**config.mk**
```make
export PLATFORM = sky130hd
export DESIGN_NAME = fwd_unit
export DESIGN_NICKNAME = d
export VERILOG_FILES = /design/src/rtl/fwd_pkg.sv /design/src/rtl/fwd_operand_sel.sv /design/src/rtl/fwd_load_use_det.sv /design/src/rtl/fwd_unit.sv
export SDC_FILE = /design/constraint.sdc
export NUM_CORES = 1
export LEC_CHECK = 0
export BUFFER_PORTS_ARGS = -buffer_cell sky130_fd_sc_hd__buf_2
export CORE_MARGIN = 3
export CORE_UTILIZATION = 30
export DETAILED_ROUTE_END_ITERATION = 8
export PLACE_DENSITY_LB_ADDON = 0.3
export SLEW_MARGIN = 10
export SYNTH_ARGS = -nofsm -noshare
export SYNTH_HDL_FRONTEND = slang
export SYNTH_SLANG_ARGS = --single-unit
export TNS_END_PERCENT = 30
```
**constraint.sdc**
```tcl
create_clock -name vclk -period 1.5
set_clock_uncertainty 0.1 [all_clocks]
set_input_delay 0.075 -clock vclk [all_inputs]
set_output_delay 0.075 -clock vclk [all_outputs]
set_load 0.05 [all_outputs]
```
**src/rtl/fwd_pkg.sv**
```systemverilog
package fwd_pkg;

  typedef enum logic [1:0] {
    SEL_REGFILE = 2'b00,
    SEL_WB      = 2'b01,
    SEL_MEM     = 2'b10
  } fwd_sel_e;

  localparam int unsigned NUM_OPERANDS = 2;

endpackage

```
**src/rtl/fwd_operand_sel.sv**
```systemverilog
module fwd_operand_sel
  import fwd_pkg::*;
#(
  parameter int unsigned IDX_W = 5
) (
  input  logic [IDX_W-1:0] src_idx,
  input  logic [IDX_W-1:0] mem_dst,
  input  logic             mem_wr_en,
  input  logic             mem_is_load,
  input  logic [IDX_W-1:0] wb_dst,
  input  logic             wb_wr_en,
  output logic [1:0]       sel
);

  // True when a producer with the given enable and destination writes the
  // register this operand reads; register 0 is never a real producer.
  function automatic logic producer_hits(input logic we,
                                         input logic [IDX_W-1:0] dst,
                                         input logic [IDX_W-1:0] src);
    return we && (dst != '0) && (dst == src);
  endfunction

  logic     mem_hit;      // EX/MEM targets this register
  logic     mem_fwd_ok;   // EX/MEM may supply data (not a load)
  logic     wb_hit;       // MEM/WB targets this register
  logic     wb_fwd_ok;    // MEM/WB may supply data (not shadowed)
  fwd_sel_e sel_e;

  assign mem_hit    = producer_hits(mem_wr_en, mem_dst, src_idx);
  assign mem_fwd_ok = mem_hit && !mem_is_load;
  assign wb_hit     = producer_hits(wb_wr_en, wb_dst, src_idx);
  assign wb_fwd_ok  = wb_hit && !mem_hit;

  always_comb begin
    if (mem_fwd_ok)     sel_e = SEL_MEM;
    else if (wb_fwd_ok) sel_e = SEL_WB;
    else                sel_e = SEL_REGFILE;
  end

  assign sel = sel_e;

  always_comb begin
    AST_SEL_LEGAL: assert (sel != 2'b11) else $error("illegal select");
    AST_MEM_SEL_QUALIFIED: assert (sel != SEL_MEM ||
      (mem_wr_en && !mem_is_load && mem_dst != '0 && mem_dst == src_idx))
      else $error("EX/MEM select without qualifying producer");
    AST_WB_NOT_SHADOWED: assert (sel != SEL_WB ||
      !(mem_wr_en && mem_dst != '0 && mem_dst == src_idx))
      else $error("MEM/WB chosen while EX/MEM holds newer value");
    AST_ZERO_NEVER_FWD: assert (src_idx != '0 || sel == SEL_REGFILE)
      else $error("register 0 bypassed");
    AST_LOAD_NO_DATA: assert (!(mem_is_load && mem_wr_en && mem_dst == src_idx)
      || sel == SEL_REGFILE)
      else $error("load in EX/MEM bypassed");
  end

endmodule

```
**src/rtl/fwd_load_use_det.sv**
```systemverilog
module fwd_load_use_det #(
  parameter int unsigned IDX_W   = 5,
  parameter int unsigned NUM_SRC = 2
) (
  input  logic                     ex_is_load,
  input  logic [IDX_W-1:0]         ex_dst,
  input  logic [NUM_SRC*IDX_W-1:0] dec_srcs,
  output logic                     stall
);

  logic [NUM_SRC-1:0] src_match;   // per decode source: reads the load target
  logic               load_live;   // load with a real destination in execute

  generate
    for (genvar i = 0; i < NUM_SRC; i++) begin : g_src
      assign src_match[i] = (dec_srcs[i*IDX_W +: IDX_W] == ex_dst);
    end
  endgenerate

  assign load_live = ex_is_load && (ex_dst != '0);
  assign stall     = load_live && (|src_match);

  always_comb begin
    AST_STALL_NEEDS_LOAD: assert (!stall || ex_is_load)
      else $error("stall without load");
    AST_STALL_NONZERO_DST: assert (!stall || ex_dst != '0)
      else $error("stall on register 0");
    AST_STALL_NEEDS_MATCH: assert (!stall ||
      dec_srcs[IDX_W-1:0] == ex_dst || dec_srcs[2*IDX_W-1:IDX_W] == ex_dst)
      else $error("stall without source match");
  end

endmodule

```
**src/rtl/fwd_unit.sv**
```systemverilog
module fwd_unit
  import fwd_pkg::*;
#(
  parameter int unsigned IDX_W = 5
) (
  input  logic [IDX_W-1:0] ex_src_a,
  input  logic [IDX_W-1:0] ex_src_b,
  input  logic [IDX_W-1:0] ex_dst,
  input  logic             ex_is_load,
  input  logic [IDX_W-1:0] mem_dst,
  input  logic             mem_wr_en,
  input  logic             mem_is_load,
  input  logic [IDX_W-1:0] wb_dst,
  input  logic             wb_wr_en,
  input  logic [IDX_W-1:0] dec_src_a,
  input  logic [IDX_W-1:0] dec_src_b,
  output logic [1:0]       op_a_sel,
  output logic [1:0]       op_b_sel,
  output logic             stall_req
);

  localparam int unsigned SRC_BUS_W = NUM_OPERANDS * IDX_W;

  logic [SRC_BUS_W-1:0]    ex_srcs;
  logic [SRC_BUS_W-1:0]    dec_srcs;
  logic [2*NUM_OPERANDS-1:0] sel_bus;

  assign ex_srcs  = {ex_src_b, ex_src_a};
  assign dec_srcs = {dec_src_b, dec_src_a};

  generate
    for (genvar op = 0; op < NUM_OPERANDS; op++) begin : g_op
      fwd_operand_sel #(.IDX_W(IDX_W)) u_sel (
        .src_idx    (ex_srcs[op*IDX_W +: IDX_W]),
        .mem_dst    (mem_dst),
        .mem_wr_en  (mem_wr_en),
        .mem_is_load(mem_is_load),
        .wb_dst     (wb_dst),
        .wb_wr_en   (wb_wr_en),
        .sel        (sel_bus[op*2 +: 2])
      );
    end
  endgenerate

  fwd_load_use_det #(.IDX_W(IDX_W), .NUM_SRC(NUM_OPERANDS)) u_lu (
    .ex_is_load(ex_is_load),
    .ex_dst    (ex_dst),
    .dec_srcs  (dec_srcs),
    .stall     (stall_req)
  );

  assign op_a_sel = sel_bus[1:0];
  assign op_b_sel = sel_bus[3:2];

  always_comb begin
    AST_OPS_INDEPENDENT: assert (ex_src_a != ex_src_b || op_a_sel == op_b_sel)
      else $error("same source, different selects");
  end

endmodule

```
**Yosys cells after proc, flatten, opt, wreduce, memory -nomap -nowiden**

Index checks and enable logic that the tools add are counted.

- Register bits after elaboration: 0
- Input bits: 39
- Output and inout bits: 5
- Logic and storage cells: 29

- Eq/ne operators: 6
- Multiplexer cells: 4
- Reductions and logical operators: 19

Operator list:

| operator | count |
|---|---|
| == test 5 bit | 6 |
| nonzero test 5 bit | 3 |
| logical AND 1 bit | 12 |
| 2-to-1 mux 2 bit | 2 |
| logical NOT 1 bit | 3 |
| 2-to-1 mux 1 bit | 2 |
| OR reduction 2 bit | 1 |

**Longest topological paths before layout**

- Depth in word-level cells: 7
- Gate-level depth with buffers: 5
- Gate-level depth less buffers: 4

**Hierarchy**

Synthesis repeated with hierarchy kept, for this count alone.

- Cell total of the unflattened synthesis: 61
- Area total of the unflattened synthesis: 478.0 µm²

Modules (own cells, without submodules):

| module | times used | cells an instance | area an instance (µm²) | sequential area each (µm²) |
|---|---|---|---|---|
| fwd_operand_sel | 2 | 22 | 176.4 | 0.0 |
| fwd_load_use_det | 1 | 17 | 125.1 | 0.0 |

**Least setup slack after synthesis**

OpenSTA, ideal clock, no wires.

- Path type: input -> output
- From: input mem_dst[4]
- To: output op_a_sel[0]
- Arrival time: 1.276 ns
- Path slack: 0.049 ns
- Cell stages on the path: 3
- Path buffers: 0
- Cell sequence: or4_4 o21ai_4 o2111a_1

- Word-level cells in the longest chain between the ends: 7

RTL lines:

| item | RTL line | RTL |
|---|---|---|
| start: declaration | fwd_unit.sv:10 | `input logic [IDX_W-1:0] mem_dst,` |
| nonzero test 5 bit | fwd_operand_sel.sv:20 | `return we && (dst != '0) && (dst == src);` |
| logical AND 1 bit | fwd_operand_sel.sv:20 |  |
| logical AND 1 bit (*) | fwd_operand_sel.sv:20 |  |
| logical NOT 1 bit | fwd_operand_sel.sv:32 | `assign wb_fwd_ok = wb_hit && !mem_hit;` |
| logical AND 1 bit | fwd_operand_sel.sv:32 |  |
| 2-to-1 mux 1 bit | fwd_operand_sel.sv:36 | `else if (wb_fwd_ok) sel_e = SEL_WB;` |
| 2-to-1 mux 2 bit (*) | fwd_operand_sel.sv:35 | `if (mem_fwd_ok) sel_e = SEL_MEM;` |
| end: declaration | fwd_unit.sv:17 | `output logic [1:0] op_a_sel,` |

Mark *: on every way between the ends. The rest lies on a longest branch, timed or not.

**Final worst setup path**

Same ends and word-level chain as after synthesis.

==> summary.md <==
| Metric | Value |
|---|---|
| Switch share | 47.87% |
| Post-synthesis sequential area ratio | 0% |
| Total global-route track usage | ~14% |
| Buf/Inv on CP | 2 |
| Core area | approximately 1200 um2 |
| DP Wirelength | 1271 um |
| Combinational Power Share | 100.0% |
| Gp weighted congestion | 0.8501 |
| Hold crit path type | input port to primary output |
| Post-synthesis xor/xnor area fraction | 62.50% |
| Vias in the first global route | 521 |
| Initial antenna violation count | 0 |
| Final Setup Violations | 0 |
| Largest net degree at the start of global routing | 4 |
| Slew @ Worst Pin | 0.3923 ns |
| Critical path's top delay family | simple AND/OR/NAND/NOR gates |
| Final Hold Vio Count | 0 |
| Crit Path Class | input port to primary output |
| Mux contribution to synthesized area | 0% |
| Crit path arrival time | ~1.3 ns |
| DRC Markers | 0 |
| Routed wire length | 1360 um |
| Peak Freq | 679.5 MHz |
| Dpl cells | 113 |
| Fin crit share | between 90 and 100% |
| Syn Nets | 92 |
| Compound-Gate Fraction of Synth Area | 12.80% |
| Crit-path max FO | 3 |
| Post_cts resized | 2 |
| Number of sequential cells | 0 |
| Vert. Die Dim | between 40 and 50 um |
| Post-CTS setup buffer count | 0 |
| Worst slew margin | 73.61% |
| Antenna-violating nets left | 0 |
| Wire length per cell | 12.04 um |
| Syn avg cell area | 7.932 um2 |
| Largest family of logic cells by synthesized area | XOR/XNOR gates |
| Post-synthesis adder-cell area fraction | 0% |
| Mapped Area | 420.4 um2 |
| FF/Latch Area | 0 um2 |
| Max-Cap Viols | 0 |
| Clock buffers | 0 |
| Global-route wire length before repair | 2083 um |
| Cell internal pwr | around 0.000096 W |
| Die Area | 1887 um2 |
| Total congestion overflow | 0 |
| Fill cells | 127 |
| Maximum ir drop on the vdd rail | around 100 uV |
| WP depth | 5 |
| Synth cell types | 13 |
| First-pass iteration count of the detailed router | 4 |
| Critical path, cell by cell | buf_2, or4_4, o21ai_4, o2111a_1, buf_6 |
| Initial Utilization | between 30% and 40% |
| Via density | 4.726 |
| Hold Crit Depth | 3 |
| Leak | 0.3281 nW |
| Slowest-stage cell, CP | or4_4 |
| Power share of the sequential group | 0% |
| Slew Viols, Final | 0 |
| Port Buffers | 44 |
| Post-Syn Instances | 53 |
| Synth Area in Simple Gates | between 20% and 30% |
| RSZ-0062 raised after global routing | yes |
| Final Non-Filler Cells | about 110 |
| Min Tclk post-route | 1.472 ns |
| Layout cell share with drive strength beyond 1 | 51.52% |
| Nets | 140 |
| WP data required | 1.32 ns |
| Crit path largest cell delay | 0.55 ns |
| I/O Pins | 44 |
| Net Switching | 0.00008847 W |
| Clock share of power | 0% |
| Vias | 534 |
| # hold bufs at CTS | 0 |
| YS warnings | 0 |
| Post-DP Area | 673.1 um2 |
| Antenna fix cells | 0 |
| Die X | 43.44 um |
| Worst Setup End Kind | primary output |
| Outcome | complete, no violations |
| Synthesis-to-layout area growth | 64.58% |
| Final Cell Area | between 600 and 700 um2 |
| Core Rows | 12 |
| Crit start category | input port |
| Power Dens Cells | 267.1 nW/um2 |
| Iter 0 DRT Violations | 3 |
-- cells in the final DEF, fill, tap and decap left out --
cell / netlist / routed
nand3_1: 4 / 4
o21ai_2: 0 / 1
buf_4: 2 / 5
xor2_1: 18 / 18
nor3_1: 6 / 6
buf_2: 0 / 41
o21ai_4: 1 / 1
or4_1: 2 / 2
buf_6: 0 / 2
o21ai_0: 1 / 1
a21oi_1: 1 / 1
o2111a_1: 2 / 2
nor4_1: 2 / 2
xnor2_1: 12 / 12
or4_4: 1 / 1
-- power groups by stage --
stage | combinational [W] | clock, W | sequential (W)
finish | 0.000185 | 0 | 0
global route | 0.000202 | 0 | 0
CTS | 0.000184 | 0 | 0
detailed placement | 0.000183 | 0 | 0
global placement | 0.000179 | 0 | 0
floorplan | 0.0000845 | 0 | 0
-- per-stage QoR --
| step | power (W) | setup TNS [ns] | util, % | hold WS [ns] | setup WS (ns) |
|---|---|---|---|---|---|
| after CTS | 0.0001838 | 0 | 56.46 | 0.3812 | 0.01552 |
| after detailed placement | 0.0001826 | -0.07670 | 56.04 | 0.3806 | -0.03866 |
| after floorplan | 0.00008448 | 0 | - | 0.2540 | 0.04948 |
| after global routing | 0.0002021 | -0.003919 | 57.60 | 0.3910 | -0.002180 |
| final | 0.0001848 | 0 | 57.60 | 0.3607 | 0.02839 |
| after global placement | 0.0001793 | 0 | 56.04 | 0.3739 | 0.001321 |
-- cell usage after synthesis --
cell type	number	area, um2
buf_4	2	15.01
or4_4	1	11.26
o2111a_1	2	22.52
a21oi_1	1	5.000
o21ai_4	1	16.27
nor4_1	2	12.51
xnor2_1	12	105.1
xor2_1	18	157.7
o21ai_1	1	5.000
nand3_1	4	20.02
or4_1	2	15.01
nor3_1	6	30.03
o21ai_0	1	5.000
-- worst paths after layout --
| check | startpoint | end | slack [ns] |
|---|---|---|---|
| max | mem_dst[4] | op_a_sel[0] | 0.03 |
| min | mem_is_load | op_a_sel[1] | 0.36 |
-- cell type report --
| type | instances | area, um2 | share of cell area, % |
|---|---|---|---|
| tap | 14 | 17.52 | 2.532 |
| multi-input combinational | 51 | 409.1 | 59.13 |
| timing repair buffer | 48 | 265.3 | 38.34 |
-- routing by layer --
| layer | wire [um] | share of wire [%] | up-vias | global-route usage, % |
|---|---|---|---|---|
| met4 | 0 | 0 | 0 | 0 |
| met1 | 533 | 39 | 234 | 16.39 |
| met3 | 92 | 6.8 | 0 | 0.8299 |
| li1 | - | - | 279 | - |
| met2 | 734 | 54 | 21 | 27.43 |
| met5 | 0 | 0 | - | 0 |
-- logic make-up (layout without fill, tap and decap cells) --
kind of cell | Yosys count | count (layout)
XOR/XNOR | 30 | 30
AO/OA/AOI/OAI | 6 | 6
AND/OR/NAND/NOR | 15 | 15
buffers and inverters | 2 | 48
(Power assumes the default switching activity.)
